File: src/rtl/ctsg_pkg.sv
package ctsg_pkg;

  typedef enum logic [1:0] {
    ST_IDLE,
    ST_RUN,
    ST_DONE
  } ctsg_state_e;

  typedef enum logic [1:0] {
    PH_FIXED,
    PH_BLOCK,
    PH_SUPER
  } ctsg_phase_e;

  localparam int unsigned FIXED_CNT = 11;

  function automatic int unsigned total_vectors(input int unsigned blk, input int unsigned sup);
    return FIXED_CNT + 2 * blk + 2 * sup;
  endfunction

  // carry-in of the uniform vectors 0..10
  function automatic logic fixed_cin(input logic [3:0] code);
    case (code)
      4'd0, 4'd1, 4'd4, 4'd7, 4'd8: return 1'b0;
      default:                      return 1'b1;
    endcase
  endfunction

  // gating input of the uniform vectors 0..10
  function automatic logic fixed_test(input logic [3:0] code);
    case (code)
      4'd3, 4'd6, 4'd10: return 1'b0;
      default:           return 1'b1;
    endcase
  endfunction

endpackage

File: src/rtl/ctsg_step_ctrl.sv
module ctsg_step_ctrl
  import ctsg_pkg::*;
#(
  parameter int unsigned TOTAL  = 19,
  parameter int unsigned STEP_W = 5
) (
  input  logic              clk,
  input  logic              rst_n,
  input  logic              start,
  input  logic              ready,
  output logic [STEP_W-1:0] step,
  output logic              offer,
  output logic              finished,
  output logic              accept,
  output logic              last_accept
);

  localparam logic [STEP_W-1:0] LAST = STEP_W'(TOTAL - 1);

  ctsg_state_e state;

  assign offer       = (state == ST_RUN);
  assign finished    = (state == ST_DONE);
  assign accept      = offer && ready;
  assign last_accept = accept && (step == LAST);

  always_ff @(posedge clk) begin
    if (!rst_n) begin
      state <= ST_IDLE;
      step  <= '0;
    end else begin
      case (state)
        ST_IDLE, ST_DONE: begin
          if (start) begin
            state <= ST_RUN;
            step  <= '0;
          end
        end
        ST_RUN: begin
          if (accept) begin
            if (step == LAST) state <= ST_DONE;
            else              step  <= step + STEP_W'(1);
          end
        end
        default: state <= ST_IDLE;
      endcase
    end
  end

endmodule

File: src/rtl/ctsg_step_decode.sv
module ctsg_step_decode
  import ctsg_pkg::*;
#(
  parameter int unsigned BLK    = 2,
  parameter int unsigned STEP_W = 5,
  parameter int unsigned SEL_W  = 2
) (
  input  logic [STEP_W-1:0] step,
  output ctsg_phase_e       phase,
  output logic [3:0]        code,
  output logic [SEL_W-1:0]  sel,
  output logic              swap,
  output logic              cin,
  output logic              tst
);

  localparam int unsigned BLK_END = FIXED_CNT + 2 * BLK;

  int unsigned s;
  int unsigned rel;

  always_comb begin
    s     = 32'(step);
    rel   = 0;
    phase = PH_FIXED;
    code  = '0;
    sel   = '0;
    swap  = 1'b0;
    cin   = 1'b1;
    tst   = 1'b1;
    if (s < FIXED_CNT) begin
      code = 4'(s);
      cin  = fixed_cin(4'(s));
      tst  = fixed_test(4'(s));
    end else if (s < BLK_END) begin
      rel   = s - FIXED_CNT;
      phase = PH_BLOCK;
      sel   = SEL_W'(rel >> 1);
      swap  = rel[0];
    end else begin
      rel   = s - BLK_END;
      phase = PH_SUPER;
      sel   = SEL_W'(rel >> 1);
      swap  = rel[0];
    end
  end

endmodule

File: src/rtl/ctsg_stage_pat.sv
module ctsg_stage_pat
  import ctsg_pkg::*;
#(
  parameter int unsigned N_BITS = 16,
  parameter int unsigned BLK    = 2,
  parameter int unsigned SUPER  = 2,
  parameter int unsigned SEL_W  = 2
) (
  input  ctsg_phase_e      phase,
  input  logic [3:0]       code,
  input  logic [SEL_W-1:0] sel,
  input  logic             swap,
  output logic [N_BITS-1:0] a,
  output logic [N_BITS-1:0] b
);

  for (genvar s = 0; s < N_BITS; s++) begin : g_stage
    localparam int unsigned POS  = s % BLK;
    localparam int unsigned BIDX = s / BLK;
    localparam int unsigned BIB  = BIDX % SUPER;
    localparam int unsigned SBI  = BIDX / SUPER;
    localparam bit EVEN_S   = (s % 2) == 0;
    localparam bit LAST_POS = (POS == BLK - 1);
    localparam bit EVEN_BLK = (BIDX % 2) == 0;
    localparam bit LAST_BIB = (BIB == SUPER - 1);
    localparam bit EVEN_SB  = (SBI % 2) == 0;

    logic [1:0] ab;

    always_comb begin
      ab = 2'b00;
      case (phase)
        PH_FIXED: begin
          case (code)
            4'd1, 4'd2, 4'd3: ab = 2'b01;
            4'd4, 4'd5, 4'd6: ab = 2'b10;
            4'd7:             ab = 2'b11;
            4'd8:             ab = EVEN_S ? 2'b11 : 2'b01;
            4'd9:             ab = EVEN_S ? 2'b10 : 2'b11;
            4'd10:            ab = (BIB == 0) ? 2'b00 : 2'b11;
            default:          ab = 2'b00;
          endcase
        end
        PH_BLOCK: begin
          if (sel == SEL_W'(POS))                 ab = 2'b00;
          else if (LAST_POS && (EVEN_BLK ^ swap)) ab = 2'b11;
          else                                    ab = 2'b01;
        end
        PH_SUPER: begin
          if (sel == SEL_W'(BIB))                ab = 2'b00;
          else if (LAST_BIB && (EVEN_SB ^ swap)) ab = 2'b11;
          else                                   ab = 2'b01;
        end
        default: ab = 2'b00;
      endcase
    end

    assign a[s] = ab[1];
    assign b[s] = ab[0];
  end

endmodule

File: src/rtl/ctsg_gen.sv
module ctsg_gen
  import ctsg_pkg::*;
#(
  parameter int unsigned N_BITS = 16,
  parameter int unsigned BLK    = 2,
  parameter int unsigned SUPER  = 2
) (
  input  logic              clk,
  input  logic              rst_n,
  input  logic              start,
  input  logic              ready,
  output logic [N_BITS-1:0] op_a,
  output logic [N_BITS-1:0] op_b,
  output logic              carry_in,
  output logic              test_en,
  output logic              valid,
  output logic              done
);

  localparam int unsigned TOTAL  = total_vectors(BLK, SUPER);
  localparam int unsigned STEP_W = $clog2(TOTAL);
  localparam int unsigned SEL_MX = (BLK > SUPER) ? BLK : SUPER;
  localparam int unsigned SEL_W  = $clog2(SEL_MX) + 1;

  logic [STEP_W-1:0] step;
  logic              offer;
  logic              accept;
  logic              last_accept;
  ctsg_phase_e       phase;
  logic [3:0]        code;
  logic [SEL_W-1:0]  sel;
  logic              swap;
  logic              cin_raw;
  logic              tst_raw;
  logic [N_BITS-1:0] a_raw;
  logic [N_BITS-1:0] b_raw;

  ctsg_step_ctrl #(.TOTAL(TOTAL), .STEP_W(STEP_W)) u_ctrl (
    .clk(clk), .rst_n(rst_n), .start(start), .ready(ready),
    .step(step), .offer(offer), .finished(done),
    .accept(accept), .last_accept(last_accept)
  );

  ctsg_step_decode #(.BLK(BLK), .STEP_W(STEP_W), .SEL_W(SEL_W)) u_dec (
    .step(step), .phase(phase), .code(code), .sel(sel),
    .swap(swap), .cin(cin_raw), .tst(tst_raw)
  );

  ctsg_stage_pat #(.N_BITS(N_BITS), .BLK(BLK), .SUPER(SUPER), .SEL_W(SEL_W)) u_pat (
    .phase(phase), .code(code), .sel(sel), .swap(swap),
    .a(a_raw), .b(b_raw)
  );

  assign valid    = offer;
  assign op_a     = offer ? a_raw : '0;
  assign op_b     = offer ? b_raw : '0;
  assign carry_in = offer && cin_raw;
  assign test_en  = offer && tst_raw;

endmodule

File: config.mk
export PLATFORM = sky130hd
export DESIGN_NAME = ctsg_gen
export DESIGN_NICKNAME = d
export VERILOG_FILES = /design/src/rtl/ctsg_pkg.sv /design/src/rtl/ctsg_step_ctrl.sv /design/src/rtl/ctsg_step_decode.sv /design/src/rtl/ctsg_stage_pat.sv /design/src/rtl/ctsg_gen.sv
export SDC_FILE = /design/constraint.sdc
export NUM_CORES = 1
export LEC_CHECK = 0
export ABC_AREA = 1
export BUFFER_PORTS_ARGS = -buffer_cell sky130_fd_sc_hd__clkbuf_2
export CELL_PAD_IN_SITES_DETAIL_PLACEMENT = 2
export CELL_PAD_IN_SITES_GLOBAL_PLACEMENT = 2
export CORE_ASPECT_RATIO = 1.1
export CORE_UTILIZATION = 26
export DETAILED_ROUTE_END_ITERATION = 6
export GPL_ROUTABILITY_DRIVEN = 0
export GPL_TIMING_DRIVEN = 0
export PLACE_DENSITY = 0.82
export SLEW_MARGIN = 25
export SYNTH_ARGS = -nofsm -noshare
export SYNTH_HDL_FRONTEND = slang
export SYNTH_SLANG_ARGS = --single-unit
export TNS_END_PERCENT = 5
File: constraint.sdc
create_clock -name clk -period 7 [get_ports clk]
set_clock_uncertainty 0.2 [all_clocks]
set_input_delay 0.7 -clock clk [delete_from_list [all_inputs] [get_ports clk]]
set_output_delay 0.7 -clock clk [all_outputs]
set_load 0.02 [all_outputs]
Word level (Yosys, flattened, before mapping)
Memory sizes are Yosys's and may differ from the RTL's.
Cells that the tools add are included.
{"block": "word_totals", "wordCells": 96, "in_bits": 4, "mem_count": 16, "regBits": 7, "romBits": 512}
{"name": "(no name shown)", "words": 16, "word_bits": 2, "rd": 1, "rd_clocked_by_memory_dff": 0, "write_ports": 0, "line_no": "ctsg_stage_pat.sv:34", "rtl": "case (code)"}
{"name": "(no name shown)", "words": 16, "word_bits": 2, "rd": 1, "rd_clocked_by_memory_dff": 0, "write_ports": 0, "line_no": "ctsg_stage_pat.sv:34"}
{"name": "(no name shown)", "words": 16, "word_bits": 2, "rd": 1, "rd_clocked_by_memory_dff": 0, "write_ports": 0, "line_no": "ctsg_stage_pat.sv:34"}
{"name": "(no name shown)", "words": 16, "word_bits": 2, "rd": 1, "rd_clocked_by_memory_dff": 0, "write_ports": 0, "line_no": "ctsg_stage_pat.sv:34"}
{"name": "(no name shown)", "words": 16, "word_bits": 2, "rd": 1, "rd_clocked_by_memory_dff": 0, "write_ports": 0, "line_no": "ctsg_stage_pat.sv:34"}
{"name": "(no name shown)", "words": 16, "word_bits": 2, "rd": 1, "rd_clocked_by_memory_dff": 0, "write_ports": 0, "line_no": "ctsg_stage_pat.sv:34"}
{"name": "10 more memories"}
{"block": "op_classes", "magnitude_cmp": 2, "n_addsub": 3, "muxes": 42, "n_reduce_logical": 14, "n_eq_ne": 17}
{"cell": "2-bit case mux with 3 select lines", "n": 10}
{"cell": "16-bit 2-to-1 mux", "n": 2}
{"cell": "2-bit case mux with 2 select lines", "n": 7}
{"cell": "2-bit 2-to-1 mux", "n": 11}
{"cell": "5-bit 2-to-1 mux", "n": 3}
{"cell": "4-bit by 3-bit equality test with 1-bit output, second input constant", "n": 3}
{"cell": "5-bit by 4-bit less-than comparator with 1-bit output, second input constant", "n": 2}
{"cell": "5-bit case mux with 2 select lines", "n": 1}
{"cell": "4-bit equality test, second input constant", "n": 2}
{"cell": "1-bit 2-to-1 mux", "n": 7}
{"cell": "2-bit by 1-bit equality test with 1-bit output, second input constant", "n": 3}
{"cell": "2-bit logical NOT", "n": 3}
{"cell": "5-bit by 1-bit adder with 5-bit output, second input constant", "n": 1}
{"cell": "5-bit equality test, second input constant", "n": 1}
{"cell": "5-bit OR reduction", "n": 1}
{"cell": "2-bit equality test, second input constant", "n": 2}
{"cell": "4-bit by 1-bit equality test with 1-bit output, second input constant", "n": 1}
{"cell": "4-bit by 2-bit equality test with 1-bit output, second input constant", "n": 1}
{"cell": "4-bit logical NOT", "n": 1}
{"cell": "4-bit 2-to-1 mux", "n": 1}
{"cell": "2-bit by 1-bit != test with 1-bit output, second input constant", "n": 2}
{"cell": "2-bit != test, second input constant", "n": 2}
{"cell": "4-bit AND reduction", "n": 1}
{"cell": "2-bit OR reduction", "n": 2}
{"cell": "6 further kinds", "n": 8}

Logic depth before layout (Yosys ltp)
{"block": "logic_depth", "depth_word": 7, "ltp_mapped": 16}

Cells and area by module
From an unflattened synthesis, not the netlist that was laid out.
{"block": "unflattened", "cells_unflattened": 296, "hier_area_um2": 1592.8}
{"module": "ctsg_stage_pat", "area_per_inst_um2": 610.6, "n_inst": 1, "cells_per_inst": 106, "seq_area_each_um2": 0.0}
{"module": "ctsg_step_ctrl", "area_per_inst_um2": 459.2, "n_inst": 1, "cells_per_inst": 73, "seq_area_each_um2": 140.1}
{"module": "ctsg_gen", "area_per_inst_um2": 296.5, "n_inst": 1, "cells_per_inst": 72, "seq_area_each_um2": 0.0}
{"module": "ctsg_step_decode", "area_per_inst_um2": 226.5, "n_inst": 1, "cells_per_inst": 45, "seq_area_each_um2": 0.0}

Worst setup path after synthesis
Ideal clock, no wire load.
{"block": "synth_path", "kind": "reg2out", "start": "register u_ctrl.step[0]", "end": "output op_b[13]", "n_path_buf": 2, "path_stages_with_launch": 17, "required_time_ps": 6100, "slack_ps": 3906, "t_arrival_ps": 2194, "cell_sequence": "dfxtp_1 nand2_2 inv_2 nand2_1 nand3_2 buf_6 nor2_1 inv_1 ha_1 nand2_1 o21ai_1 nand2_2 nand2_1 nor2_1 nor2_1 nor2_1 buf_4"}
{"block": "synth_via", "elab_chain_cells": 7}
{"element": "from (decl)", "line_no": "ctsg_step_ctrl.sv:11", "rtl": "output logic [STEP_W-1:0] step,"}
{"element": "from (signal assigned)", "line_no": "ctsg_step_ctrl.sv:42", "rtl": "else step <= step + STEP_W'(1);"}
{"element": "branches (longest 5 deep; another with 5-bit by 4-bit less-than comparator with 1-bit output)"}
{"element": "2-bit case mux with 3 select lines *", "line_no": "ctsg_stage_pat.sv:32", "rtl": "case (phase)"}
{"element": "16-bit 2-to-1 mux *", "line_no": "ctsg_gen.sv:56", "rtl": "assign op_b = offer ? b_raw : '0;"}
{"element": "to (decl)", "line_no": "ctsg_gen.sv:13", "rtl": "output logic [N_BITS-1:0] op_b,"}
Every way passes the cells marked *.

Worst setup path in the final report
Same ends and word-level chain as after synthesis.

==> impl_metrics.json <==
{
  "outcome": "complete, no violations",
  "totalNegativeSetupSlack_ps": 0,
  "clk_root_buffer_cell": "sky130_fd_sc_hd__clkbuf_8",
  "cts-buffers-inserted": 3,
  "drt_first_pass_iters": 4,
  "grt_antenna_before_repair": 0,
  "total_switching_power_w": 0.0000892,
  "mappedNetlistArea_sq_mm": 0.00106,
  "timing.hold.worst.start": "u_ctrl.state[1]",
  "worstRegToRegCells": 8,
  "all_layer_global_routing_usage": 0.166,
  "postRouteAntennaNets": 0,
  "final_max_slew_viol_count": 0,
  "largest_net_degree_at_the_start_of_global_routing": 11,
  "post_cts.resized_instances": 0,
  "detail_route.iter0.violations": 15,
  "dpl_cell_area_sq_mm": 0.00132,
  "multiInputGateArea_sq_um": 648,
  "floorplan.io_pins": 40,
  "dp.final_hpwl_microns": 2830,
  "yosysTopAreaCell": "sky130_fd_sc_hd__buf_4",
  "mostFrequentLayoutCells": "sky130_fd_sc_hd__clkbuf_2, sky130_fd_sc_hd__nand2_1, sky130_fd_sc_hd__nor2_1, sky130_fd_sc_hd__buf_4, sky130_fd_sc_hd__inv_1",
  "layout-drive-gt1-share": 0.396,
  "synth_edf_count": 0,
  "worst_supply_voltage_drop_on_vdd_v": 0.000106,
  "clk_path_buf_depth": 2,
  "grt_pass1_wl_microns": 5760,
  "avgRoutedWirePerCell_microns": 12.7,
  "fp.dieArea_sq_mm": 0.00435,
  "critPathKind": "reg -> out",
  "syn-num-nets": 186,
  "cp-startpoint": "u_ctrl.step[0]",
  "final_design_area_no_fill_sq_mm": 0.00137,
  "finalCriticalPeriod_ps": 3540,
  "antenna_cells_inserted": 0,
  "drc": 0,
  "hold_depth": 2,
  "max-slew-margin-rel": 0.649,
  "clk_transition_reported_paths_ps": 40,
  "ys_seq_elements": 7,
  "post_synth_num_cell_types": 28,
  "power-per-cell-area_mw_per_mm2": 152,
  "synthFlopType": "sky130_fd_sc_hd__dfxtp_1",
  "insertion_delay_ps": 230,
  "globalRouteOverflowTotal": 0,
  "coreArea_sq_mm": 0.00393,
  "clock_sinks": 7,
  "final_nets": 230,
  "tritoncts": "yes",
  "die_height_microns": 69.1,
  "postCtsSetupBuffers": 0,
  "max_clock_freq_mhz": 282,
  "routed_via_density": 4.49,
  "synth_warnings": 0,
  "synthDominantCellAreaShare": 0.148,
  "cts_h_tree_lvls": 1,
  "final-hold-violation-count": 0,
  "postRouteWirelength_microns": 3420,
  "dr_total_vias": 1209,
  "synth.top_cells.by_area": "sky130_fd_sc_hd__buf_4, sky130_fd_sc_hd__dfxtp_1, sky130_fd_sc_hd__nand2_1",
  "p_int_w": 0.000118,
  "end_kind": "output pin",
  "clock_power_share": 0.282,
  "final_min_period_over_clock_period": 0.506,
  "horizontal_die_dimension_microns": 63.0,
  "row_cnt": 24,
  "timing.final.setup_violations": 0,
  "postSynth.asyncResetShare": 0,
  "sw_frac_of_total": 0.430,
  "n_fill_cell": 527,
  "leak_nw": 0.795,
  "seqPwrFrac": 0.233,
  "initial_util": 0.270,
  "drv_cap": 0,
  "area.sequential_sq_um": 140,
  "worstReg2RegStart": "u_ctrl.step[0]",
  "crit_path_start_kind": "flip-flop",
  "worstMarginPinSlew_ps": 527,
  "cp_max_fo": 10,
  "cp.required_ps": 6100,
  "combPwrFrac": 0.484,
  "io_buffers": 39,
  "worst_ep_arrival_time_ps": 2640,
  "grt_setup_unrepaired": "false",
  "area_growth_syn_to_layout_pct": 28.7,
  "synthCells": 174,
  "holdCritPathClass": "reg -> reg",
  "seq_area_frac_synth": 0.132,
  "syn_area_per_cell_sq_um": 6.11,
  "vias_in_the_first_global_route": 1301,
  "mostFrequentLayoutCell": "sky130_fd_sc_hd__clkbuf_2",
  "cts.hold.buffers_added": 0
}
## power groups by stage
stage	sequential, W	combinational, W	clock (W)
2_1_floorplan	0.0000475	0.0000735	0
3_3_place_gp	0.0000489	0.0000993	0
3_5_place_dp	0.0000492	0.000102	0
4_1_cts	0.0000485	0.000103	0.0000611
5_1_grt	0.0000493	0.000112	0.0000631
6_report	0.0000484	0.000101	0.0000585
## cells by family after synthesis
group	share of synthesized area
flip-flops	0.132
XOR/XNOR	0.00824
AND/OR/NAND/NOR	0.342
adder cells (fa/ha/maj)	0.0941
AO/OA/AOI/OAI	0.165
buffers and inverters	0.259
## worst max-delay path: stages (launching register included)
cell and delay (ps):
sky130_fd_sc_hd__dfxtp_1 410, sky130_fd_sc_hd__nand2_2 140, sky130_fd_sc_hd__inv_2 60, sky130_fd_sc_hd__nand2_1 80
sky130_fd_sc_hd__nand3_2 110, sky130_fd_sc_hd__buf_6 170, sky130_fd_sc_hd__nor2_1 180, sky130_fd_sc_hd__inv_1 100
sky130_fd_sc_hd__ha_1 180, sky130_fd_sc_hd__nand2_1 80, sky130_fd_sc_hd__o21ai_1 80, sky130_fd_sc_hd__nand2_2 90
sky130_fd_sc_hd__nand2_1 80, sky130_fd_sc_hd__nor2_1 90, sky130_fd_sc_hd__nor2_1 50, sky130_fd_sc_hd__nor2_1 200
sky130_fd_sc_hd__buf_4 150, sky130_fd_sc_hd__clkbuf_2 150
## routing by layer
layer | wire (microns) | GRT usage | share of wire
met1 | 1370 | 0.163 | 0.40
met2 | 1840 | 0.336 | 0.54
met3 | 162 | 0.0232 | 0.047
met4 | 49 | 0.0620 | 0.014
met5 | 0 | 0 | 0
## flip-flops by register name, summed over array words and instances, names as in the netlist
register / flops
u_ctrl.step: 5
u_ctrl.state: 2
## cell usage after synthesis, types with 2 or more instances
master                     instances
sky130_fd_sc_hd__nor2_1           21
sky130_fd_sc_hd__nand2_2           9
sky130_fd_sc_hd__dfxtp_1           7
sky130_fd_sc_hd__ha_1              8
sky130_fd_sc_hd__nand3_1           8
sky130_fd_sc_hd__inv_2             5
sky130_fd_sc_hd__a21oi_1          17
sky130_fd_sc_hd__nor2_2            3
sky130_fd_sc_hd__buf_4            21
sky130_fd_sc_hd__inv_1            20
sky130_fd_sc_hd__o21ai_0           6
sky130_fd_sc_hd__nand2_4           3
sky130_fd_sc_hd__a211oi_1          2
sky130_fd_sc_hd__nand2_1          30
## stage by stage
stage	total power [W]	utilization	hold WS (ps)	setup WS, ps	std cells
2_1_floorplan	0.000121	-	271	3910	174
3_3_place_gp	0.000148	0.337	295	3770	265
3_5_place_dp	0.000151	0.337	307	3640	265
4_1_cts	0.000212	0.348	315	3390	269
5_1_grt	0.000224	0.348	350	3130	269
6_report	0.000207	0.348	315	3460	269
## worst paths after layout
check / to / slack, ps
hold reg to reg: u_ctrl.state[1] / 320
hold / removal: u_ctrl.state[1] / 320
setup reg to reg: u_ctrl.step[2] / 5050
setup / recovery: op_b[13] / 3460
## final cells by class
type / instances / area share
Buffer: 23 / 0.126
Sequential cell: 7 / 0.102
Tap cell: 52 / 0.0475
Clock buffer: 4 / 0.0329
Timing Repair Buffer: 39 / 0.143
Inverter: 27 / 0.0750
Multi-Input combinational cell: 117 / 0.473
(Power assumes the default switching activity.)
